`src/rtl/lpsc_pkg.sv`:
```
package lpsc_pkg;

    localparam int CA_BITS    = 3;
    localparam int STATE_BITS = 3;

    // Command/address encodings, bit 0 = CA0
    localparam logic [CA_BITS-1:0] CA_NOP = 3'b111;
    localparam logic [CA_BITS-1:0] CA_REF = 3'b100;
    localparam logic [CA_BITS-1:0] CA_BST = 3'b011;
    localparam logic [CA_BITS-1:0] CA_PRE = 3'b101;
    localparam logic [1:0]         CA_ACT_LOW2 = 2'b10;

    typedef enum logic [STATE_BITS-1:0] {
        PS_IDLE      = 3'd0,
        PS_ACTIVE    = 3'd1,
        PS_ACTIVE_PD = 3'd2,
        PS_IDLE_PD   = 3'd3,
        PS_SELF_REF  = 3'd4,
        PS_DEEP_PD   = 3'd5,
        PS_UNINIT    = 3'd6
    } pstate_e;

    typedef enum logic [2:0] {
        CMD_NOP   = 3'd0,
        CMD_ACT   = 3'd1,
        CMD_PRE   = 3'd2,
        CMD_REF   = 3'd3,
        CMD_BST   = 3'd4,
        CMD_OTHER = 3'd5
    } cmd_e;

endpackage

```
`src/rtl/lpsc_cmd_decode.sv`:
```
module lpsc_cmd_decode
    import lpsc_pkg::*;
(
    input  logic               clk,
    input  logic               rst_n,
    input  logic               cke,
    input  logic               cs_n,
    input  logic [CA_BITS-1:0] ca,
    output cmd_e               cmd,
    output logic               cke_fall,
    output logic               cke_steady
);

    logic cke_q;

    always_ff @(posedge clk or negedge rst_n) begin
        if (!rst_n) cke_q <= 1'b0;
        else        cke_q <= cke;
    end

    assign cke_fall   = cke_q & ~cke;
    assign cke_steady = cke_q & cke;

    always_comb begin
        if (cs_n)                        cmd = CMD_NOP;
        else if (ca == CA_NOP)           cmd = CMD_NOP;
        else if (ca[1:0] == CA_ACT_LOW2) cmd = CMD_ACT;
        else if (ca == CA_PRE)           cmd = CMD_PRE;
        else if (ca == CA_REF)           cmd = CMD_REF;
        else if (ca == CA_BST)           cmd = CMD_BST;
        else                             cmd = CMD_OTHER;
    end


    nop_when_deselected_chk: assert property (@(posedge clk) disable iff (!rst_n)
        cs_n |-> (cmd == CMD_NOP));

endmodule

```
`src/rtl/lpsc_fsm.sv`:
```
module lpsc_fsm
    import lpsc_pkg::*;
(
    input  logic                  clk,
    input  logic                  rst_n,
    input  logic                  cke,
    input  logic                  cke_fall,
    input  logic                  cke_steady,
    input  cmd_e                  cmd,
    output logic [STATE_BITS-1:0] pstate,
    output logic                  reset_needed,
    output logic                  contents_valid
);

    pstate_e state_q, state_d;
    logic    valid_q;

    always_ff @(posedge clk or negedge rst_n) begin
        if (!rst_n) state_q <= PS_IDLE;
        else        state_q <= state_d;
    end

    always_comb begin
        state_d = state_q;
        unique case (state_q)
            PS_IDLE: begin
                if (cke_fall) begin
                    unique case (cmd)
                        CMD_REF: state_d = PS_SELF_REF;
                        CMD_BST: state_d = PS_DEEP_PD;
                        default: state_d = PS_IDLE_PD;
                    endcase
                end else if (cke_steady && cmd == CMD_ACT) begin
                    state_d = PS_ACTIVE;
                end
            end
            PS_ACTIVE: begin
                if (cke_fall)                              state_d = PS_ACTIVE_PD;
                else if (cke_steady && cmd == CMD_PRE)     state_d = PS_IDLE;
            end
            PS_ACTIVE_PD: if (cke) state_d = PS_ACTIVE;
            PS_IDLE_PD:   if (cke) state_d = PS_IDLE;
            PS_SELF_REF:  if (cke) state_d = PS_IDLE;
            PS_DEEP_PD:   if (cke) state_d = PS_UNINIT;
            PS_UNINIT:    state_d = PS_UNINIT;
            default:      state_d = PS_UNINIT;
        endcase
    end

    always_ff @(posedge clk or negedge rst_n) begin
        if (!rst_n)                    valid_q <= 1'b1;
        else if (state_d == PS_DEEP_PD) valid_q <= 1'b0;
    end

    always_comb begin
        pstate         = state_q;
        contents_valid = valid_q;
        reset_needed   = (state_q == PS_DEEP_PD) || (state_q == PS_UNINIT);
    end


    open_row_freeze_chk: assert property (@(posedge clk) disable iff (!rst_n)
        (state_q == PS_ACTIVE && cke_fall) |=> (state_q == PS_ACTIVE_PD));


    deep_pd_loses_data_chk: assert property (@(posedge clk) disable iff (!rst_n)
        (state_q == PS_DEEP_PD) |-> !valid_q);


    low_power_hold_chk: assert property (@(posedge clk) disable iff (!rst_n)
        ((state_q == PS_ACTIVE_PD || state_q == PS_IDLE_PD ||
          state_q == PS_SELF_REF  || state_q == PS_DEEP_PD) && !cke)
        |=> (state_q == $past(state_q)));


    active_wake_chk: assert property (@(posedge clk) disable iff (!rst_n)
        (state_q == PS_ACTIVE_PD && cke) |=> (state_q == PS_ACTIVE));


    uninit_sticky_chk: assert property (@(posedge clk) disable iff (!rst_n)
        (state_q == PS_UNINIT) |=> (state_q == PS_UNINIT));

endmodule

```
`src/rtl/lpsc_top.sv`:
```
module lpsc_top
    import lpsc_pkg::*;
(
    input  logic                  clk,
    input  logic                  rst_n,
    input  logic                  cke,
    input  logic                  cs_n,
    input  logic [CA_BITS-1:0]    ca,
    output logic [STATE_BITS-1:0] pstate,
    output logic                  reset_needed,
    output logic                  contents_valid
);

    cmd_e cmd;
    logic cke_fall;
    logic cke_steady;

    lpsc_cmd_decode u_decode (
        .clk        (clk),
        .rst_n      (rst_n),
        .cke        (cke),
        .cs_n       (cs_n),
        .ca         (ca),
        .cmd        (cmd),
        .cke_fall   (cke_fall),
        .cke_steady (cke_steady)
    );

    lpsc_fsm u_fsm (
        .clk            (clk),
        .rst_n          (rst_n),
        .cke            (cke),
        .cke_fall       (cke_fall),
        .cke_steady     (cke_steady),
        .cmd            (cmd),
        .pstate         (pstate),
        .reset_needed   (reset_needed),
        .contents_valid (contents_valid)
    );

endmodule

```
`config.mk`:
```
export PLATFORM = sky130hd
export DESIGN_NAME = lpsc_top
export DESIGN_NICKNAME = d
export VERILOG_FILES = /design/src/rtl/lpsc_pkg.sv /design/src/rtl/lpsc_cmd_decode.sv /design/src/rtl/lpsc_fsm.sv /design/src/rtl/lpsc_top.sv
export SDC_FILE = /design/constraint.sdc
export NUM_CORES = 1
export LEC_CHECK = 0
export BUFFER_PORTS_ARGS = -buffer_cell sky130_fd_sc_hd__buf_2
export CAP_MARGIN = 20
export CORE_AREA = 2 2 39 41
export CTS_BUF_LIST = sky130_fd_sc_hd__clkbuf_16
export DETAILED_ROUTE_END_ITERATION = 8
export DIE_AREA = 0 0 41 43
export PLACE_DENSITY = 0.48
export SLEW_MARGIN = 25
export SYNTH_ARGS = -nofsm -noshare
export SYNTH_HDL_FRONTEND = slang
export SYNTH_SLANG_ARGS = --single-unit
```
`constraint.sdc`:
```
create_clock -name clk -period 1.55 [get_ports clk]
set_clock_uncertainty 0.2 [all_clocks]
set_input_delay 0.155 -clock clk [delete_from_list [all_inputs] [get_ports clk]]
set_output_delay 0.155 -clock clk [all_outputs]
set_load 0.01 [all_outputs]
```
== After elaboration in Yosys (flattened, before gate mapping) ==
Cells that the tools add are included.
Cells by class
  eq/ne operators: 16
  multiplexer cells: 15
  bitwise gates (word level): 3
  reduce and logical (&&, ||, !) cells: 5
Operators with widths (number)
  3-bit 2-to-1 mux: 12
  3-bit equality test, second input constant: 8
  3-bit by 2-bit equality test with 1-bit output, second input constant: 5
  3-bit case mux with 5 select lines: 1
  3-bit by 1-bit equality test with 1-bit output, second input constant: 2
  3-bit case mux with 2 select lines: 1
  3-bit logical NOT: 1
  1-bit bitwise AND: 2
  2-bit equality test, second input constant: 1
  1-bit logical AND: 2
  2-bit OR reduction: 1
  1-bit logical OR: 1
  1-bit 2-to-1 mux: 1
  1-bit NOT: 1
Storage, ports and cells
  flip-flop bits (word level): 5
  input bits: 7
  output and inout bits: 5

== Logic depth before layout (Yosys ltp) ==
  depth in word-level cells: 13
  mapped depth: 5
  depth with buffers taken out: 4

== Cells and area by module ==
From an unflattened synthesis, not the netlist that was laid out.
Unflattened totals
  cell total of the unflattened synthesis: 37
  area, all modules: 344.1 µm²
Modules (own cells, without submodules)
  lpsc_fsm: instances 1, cells an instance 29, area each 271.5 µm²
  lpsc_cmd_decode: instances 1, cells an instance 8, area each 72.6 µm²

== Least setup slack after synthesis ==
No wires, ideal clock.
  kind: register -> register
  from: reg u_fsm.state_q[1], in the netlist u_fsm.pstate[1]
  to: reg u_fsm.valid_q, in the netlist u_fsm.contents_valid
  library setup time: 80 ps
  data arrival time: 1187 ps
  data required time: 1270 ps
  setup slack: 83 ps
  cell stages (with the launch flop): 5
  path buffers: 1
  clock period less this slack: 1467 ps
  path through: dfrtp_1 -> buf_2 -> a2111oi_2 -> nand2_1 -> a32o_1
On the way
  longest elaborated chain between the ends: 4
  elaborated cells on any way between the ends: 16
  those cells by class: 6 x eq/ne; 8 x mux; 2 x reduce/logical
RTL lines
  start: declaration: RTL line lpsc_fsm.sv:15  | pstate_e state_q, state_d;
  start signal: assignment: RTL line lpsc_fsm.sv:20  | else state_q <= state_d;
  3-bit by 2-bit equality test with 1-bit output (tied with other cells): RTL line lpsc_fsm.sv:25  | unique case (state_q)
  2-bit OR reduction (no line) (tied with other cells)
  3-bit case mux with 5 select lines (*): RTL line lpsc_fsm.sv:25
  3-bit equality test (*): RTL line lpsc_fsm.sv:52  | else if (state_d == PS_DEEP_PD) valid_q <= 1'b0;
  end signal: assignment: RTL line lpsc_fsm.sv:51  | if (!rst_n) valid_q <= 1'b1;
  end signal: assignment: RTL line lpsc_fsm.sv:52
  end: declaration: RTL line lpsc_fsm.sv:16  | logic valid_q;
Mark *: on every way between the ends. The rest lies on a longest branch, timed or not.
A chain may end at the register's enable or synchronous reset.

== Worst setup path after layout ==
  from: reg u_fsm.state_q[1], in the netlist u_fsm.pstate[1]
  to: out reset_needed
On the way
  longest elaborated chain between the ends: 2
  elaborated cells on any way between the ends: 3
  those cells by class: 2 x eq/ne; 1 x reduce/logical
RTL lines
  3-bit equality test: RTL line lpsc_fsm.sv:58  | reset_needed = (state_q == PS_DEEP_PD) || (state_q == PS_UNINIT);
  1-bit logical OR (*): RTL line lpsc_fsm.sv:58
  end: declaration: RTL line lpsc_top.sv:10  | output logic reset_needed,
Marked as above.

==> out/qor.txt <==
outcome: finished, final reports clean
Gate Count Post-Synth: 40
CP Capture Type: primary output
mapped cell area: 339.1 sq um
Pleak: 0.2557 nW
P&R area growth vs syn: 62.36%
CP Cell Sequence: buf_6, xor2_1, and2_1, buf_2
pre-CTS WS: 82.93 ps
post-synthesis register bit count: 5
Starting Density: 0.2450
antenna-violating nets left: 0
post-layout min period: 1536 ps
CP delay by family, top: flip-flops
CORE AREA: 0.001384 sq mm
Worst EP arrival: 1180 ps
drt drc: 0
CTS Root Cell: clkbuf_16
Max clock buf depth: 2
global route hottest layer: met2
vias: 374
top-area cell type share of the netlist area: 0.2952
Rows: 14
GR met1 Demand/Resource: 0.1340
final setup fails: 0
synth cell count leaders: nand2_1, dfrtp_1, nor2_1
Vias/cell: 4.987
gr ovfl total: 0
Slew Viols, Final: 0
initial antenna violation count: 0
RePlAce Congestion: 0.6605
Die Span X: 41 microns
Post-Syn Nets: 47
Sink Count: 5
Placed Cells incl. Taps: 67
Die Span Y: 43 microns
Post-synth ARST share: 1.000
Mapped Avg Cell Area: 8.477 sq um
maximum vdd drop: 0.0008725 V
critical path's slowest cell: dfrtp_2
Antenna Cells: 0
Post-synth EDFFs: 0
routed wire length: 887 microns
Reg clk slew, reported paths: 30 ps
Pwr Density: 1566 mW/mm^2
unrepaired setup endpoints after global routing: true
CTS buffer count: 3
Pre-antenna DRT Iters: 4
IO buf count: 11
GR Util met2: 0.1969
gr usage total: 0.1231
cell with the most instances after synthesis: nand2_1
Crit Path Category: flip-flop to primary output
Final Hold Viols: 0
fin cells: 75
final worst path period share: 0.9908
FMAX: 651.2 MHz
Netlist cell types: 23
layout cells sized above 1: 0.3898
TritonCTS clock tree: yes
# IOs: 12
worst setup margin: 14.26 ps
CP Launch Type: flip-flop
vias in the first global route: 348
Synth Warn #: 0
first-pass GRT wire length: 1421 microns
CP max FO: 2
max_cap viols: 0
dpl hpwl: 659.4 microns
top cells by area, synth: dfrtp_1, dfstp_2, nand2_1
Rel. slew slack: 0.7983
Yosys top cell by area: dfrtp_1
largest net degree at the start of global routing: 9
register area share after synthesis: 0.3727
Die ar.: 0.001763 sq mm
H-tree depth: 1
CP bufs+invs: 2
Min-Delay Path Class: primary input to asynchronous set/reset pin
worst skew pair latency: 230 ps
# nets final: 67
Crit path largest cell delay: 400 ps
Critical Path RT: 1190 ps
Top FF cell, synth: dfrtp_1
Iter 0 DRT Violations: 12
post-route setup TNS: 0 ps
GR Util met3: 0.06283
Tightest Pin Transition: 302.6 ps
post-DR wirelength/cell: 11.83 microns
Finished Core Util: 0.3978
[area by class of cell]
| cell class | instances | area (sq um) |
|---|---|---|
| Clock buffer | 3 | 75.07 |
| Tap cell | 16 | 20.02 |
| Clock inverter | 1 | 3.754 |
| Inverter | 4 | 15.01 |
| Sequential cell | 5 | 127.6 |
| Multi-Input combinational cell | 30 | 207.7 |
| Timing Repair Buffer | 16 | 101.3 |
| Fill cell | 159 | 833.3 |
[what timing repair did]
| action | in CTS | in global routing |
|---|---|---|
| pin swaps | 0 | 1 |
| buffers inserted | 1 | 1 |
| hold buffers | 2 | 0 |
| resized for setup | 2 | 2 |
| setup endpoints to repair | 1 | 2 |
| hold endpoints to repair | 6 | 0 |
[kinds of logic (layout without fill, tap and decap cells)]
group,after synthesis,after routing,synth area share
AND/OR/NAND/NOR,18,18,0.2915
XOR/XNOR,2,2,0.05167
AO/OA/AOI/OAI,10,10,0.2251
flip-flops,5,5,0.3727
buffers and inverters,5,24,0.05904
[per-layer routing]
layer,vias to the layer above,wire length (microns)
met4,0,0
li1,185,-
met1,175,362
met2,14,468
met3,0,56
met5,-,0
[report_power, final]
part	total (mW)	switching (mW)	internal, mW
combinational	0.242	0.121	0.121
clock	0.415	0.0808	0.334
sequential	0.205	0.0486	0.156
total	0.862	0.251	0.611
[worst register-to-register path, delay by kind of cell (launching register included)]
| kind | cells | cell delay, ps |
|---|---|---|
| and+or+nand+nor | 1 | 130 |
| DFF | 1 | 400 |
| AOI/OAI and AO/OA | 2 | 540 |
| buffers and inverters | 1 | 160 |
[through the flow]
stage,hold slack [ps],total power [mW],area [sq um]
floorplan,-340.6,0.3283,339.1
global placement,-223.0,0.4016,416.7
detailed placement,-223.3,0.3990,416.7
CTS,78.87,0.8375,528.0
global route,92.62,0.9127,550.5
finish,72.34,0.8619,550.5
[placed cells by master (no fill, tap or decap), types with 2 or more instances in the layout]
cell           count
buf_4              2
nand2_1            5
nor3_1             2
clkbuf_16          3
a21oi_1            2
nor2_1             3
and2_1             2
inv_1              3
a22oi_1            2
dfrtp_1            3
inv_2              2
nand4_1            2
buf_2             11
dlygate4sd3_1      2
[flip-flops by register name, indices dropped and copies added, names as in the netlist]
signal	cells
u_decode.cke_q	1
u_fsm.pstate	3
u_fsm.contents_valid	1
[final timing paths]
path / cells after the start / slack, ps / to / start
max in group asynchronous: 2 / 870 / u_fsm.contents_valid / rst_n
setup / recovery: 4 / 10 / reset_needed / u_fsm.pstate[1]
hold reg to reg: 1 / 380 / u_fsm.contents_valid / u_fsm.contents_valid
min in group clk: 4 / 110 / u_fsm.pstate[0] / ca[0]
setup reg to reg: 4 / 40 / u_fsm.contents_valid / u_fsm.pstate[1]
hold / removal: 2 / 70 / u_fsm.pstate[0] / rst_n
Note: power is estimated with default switching activity, not from simulation.
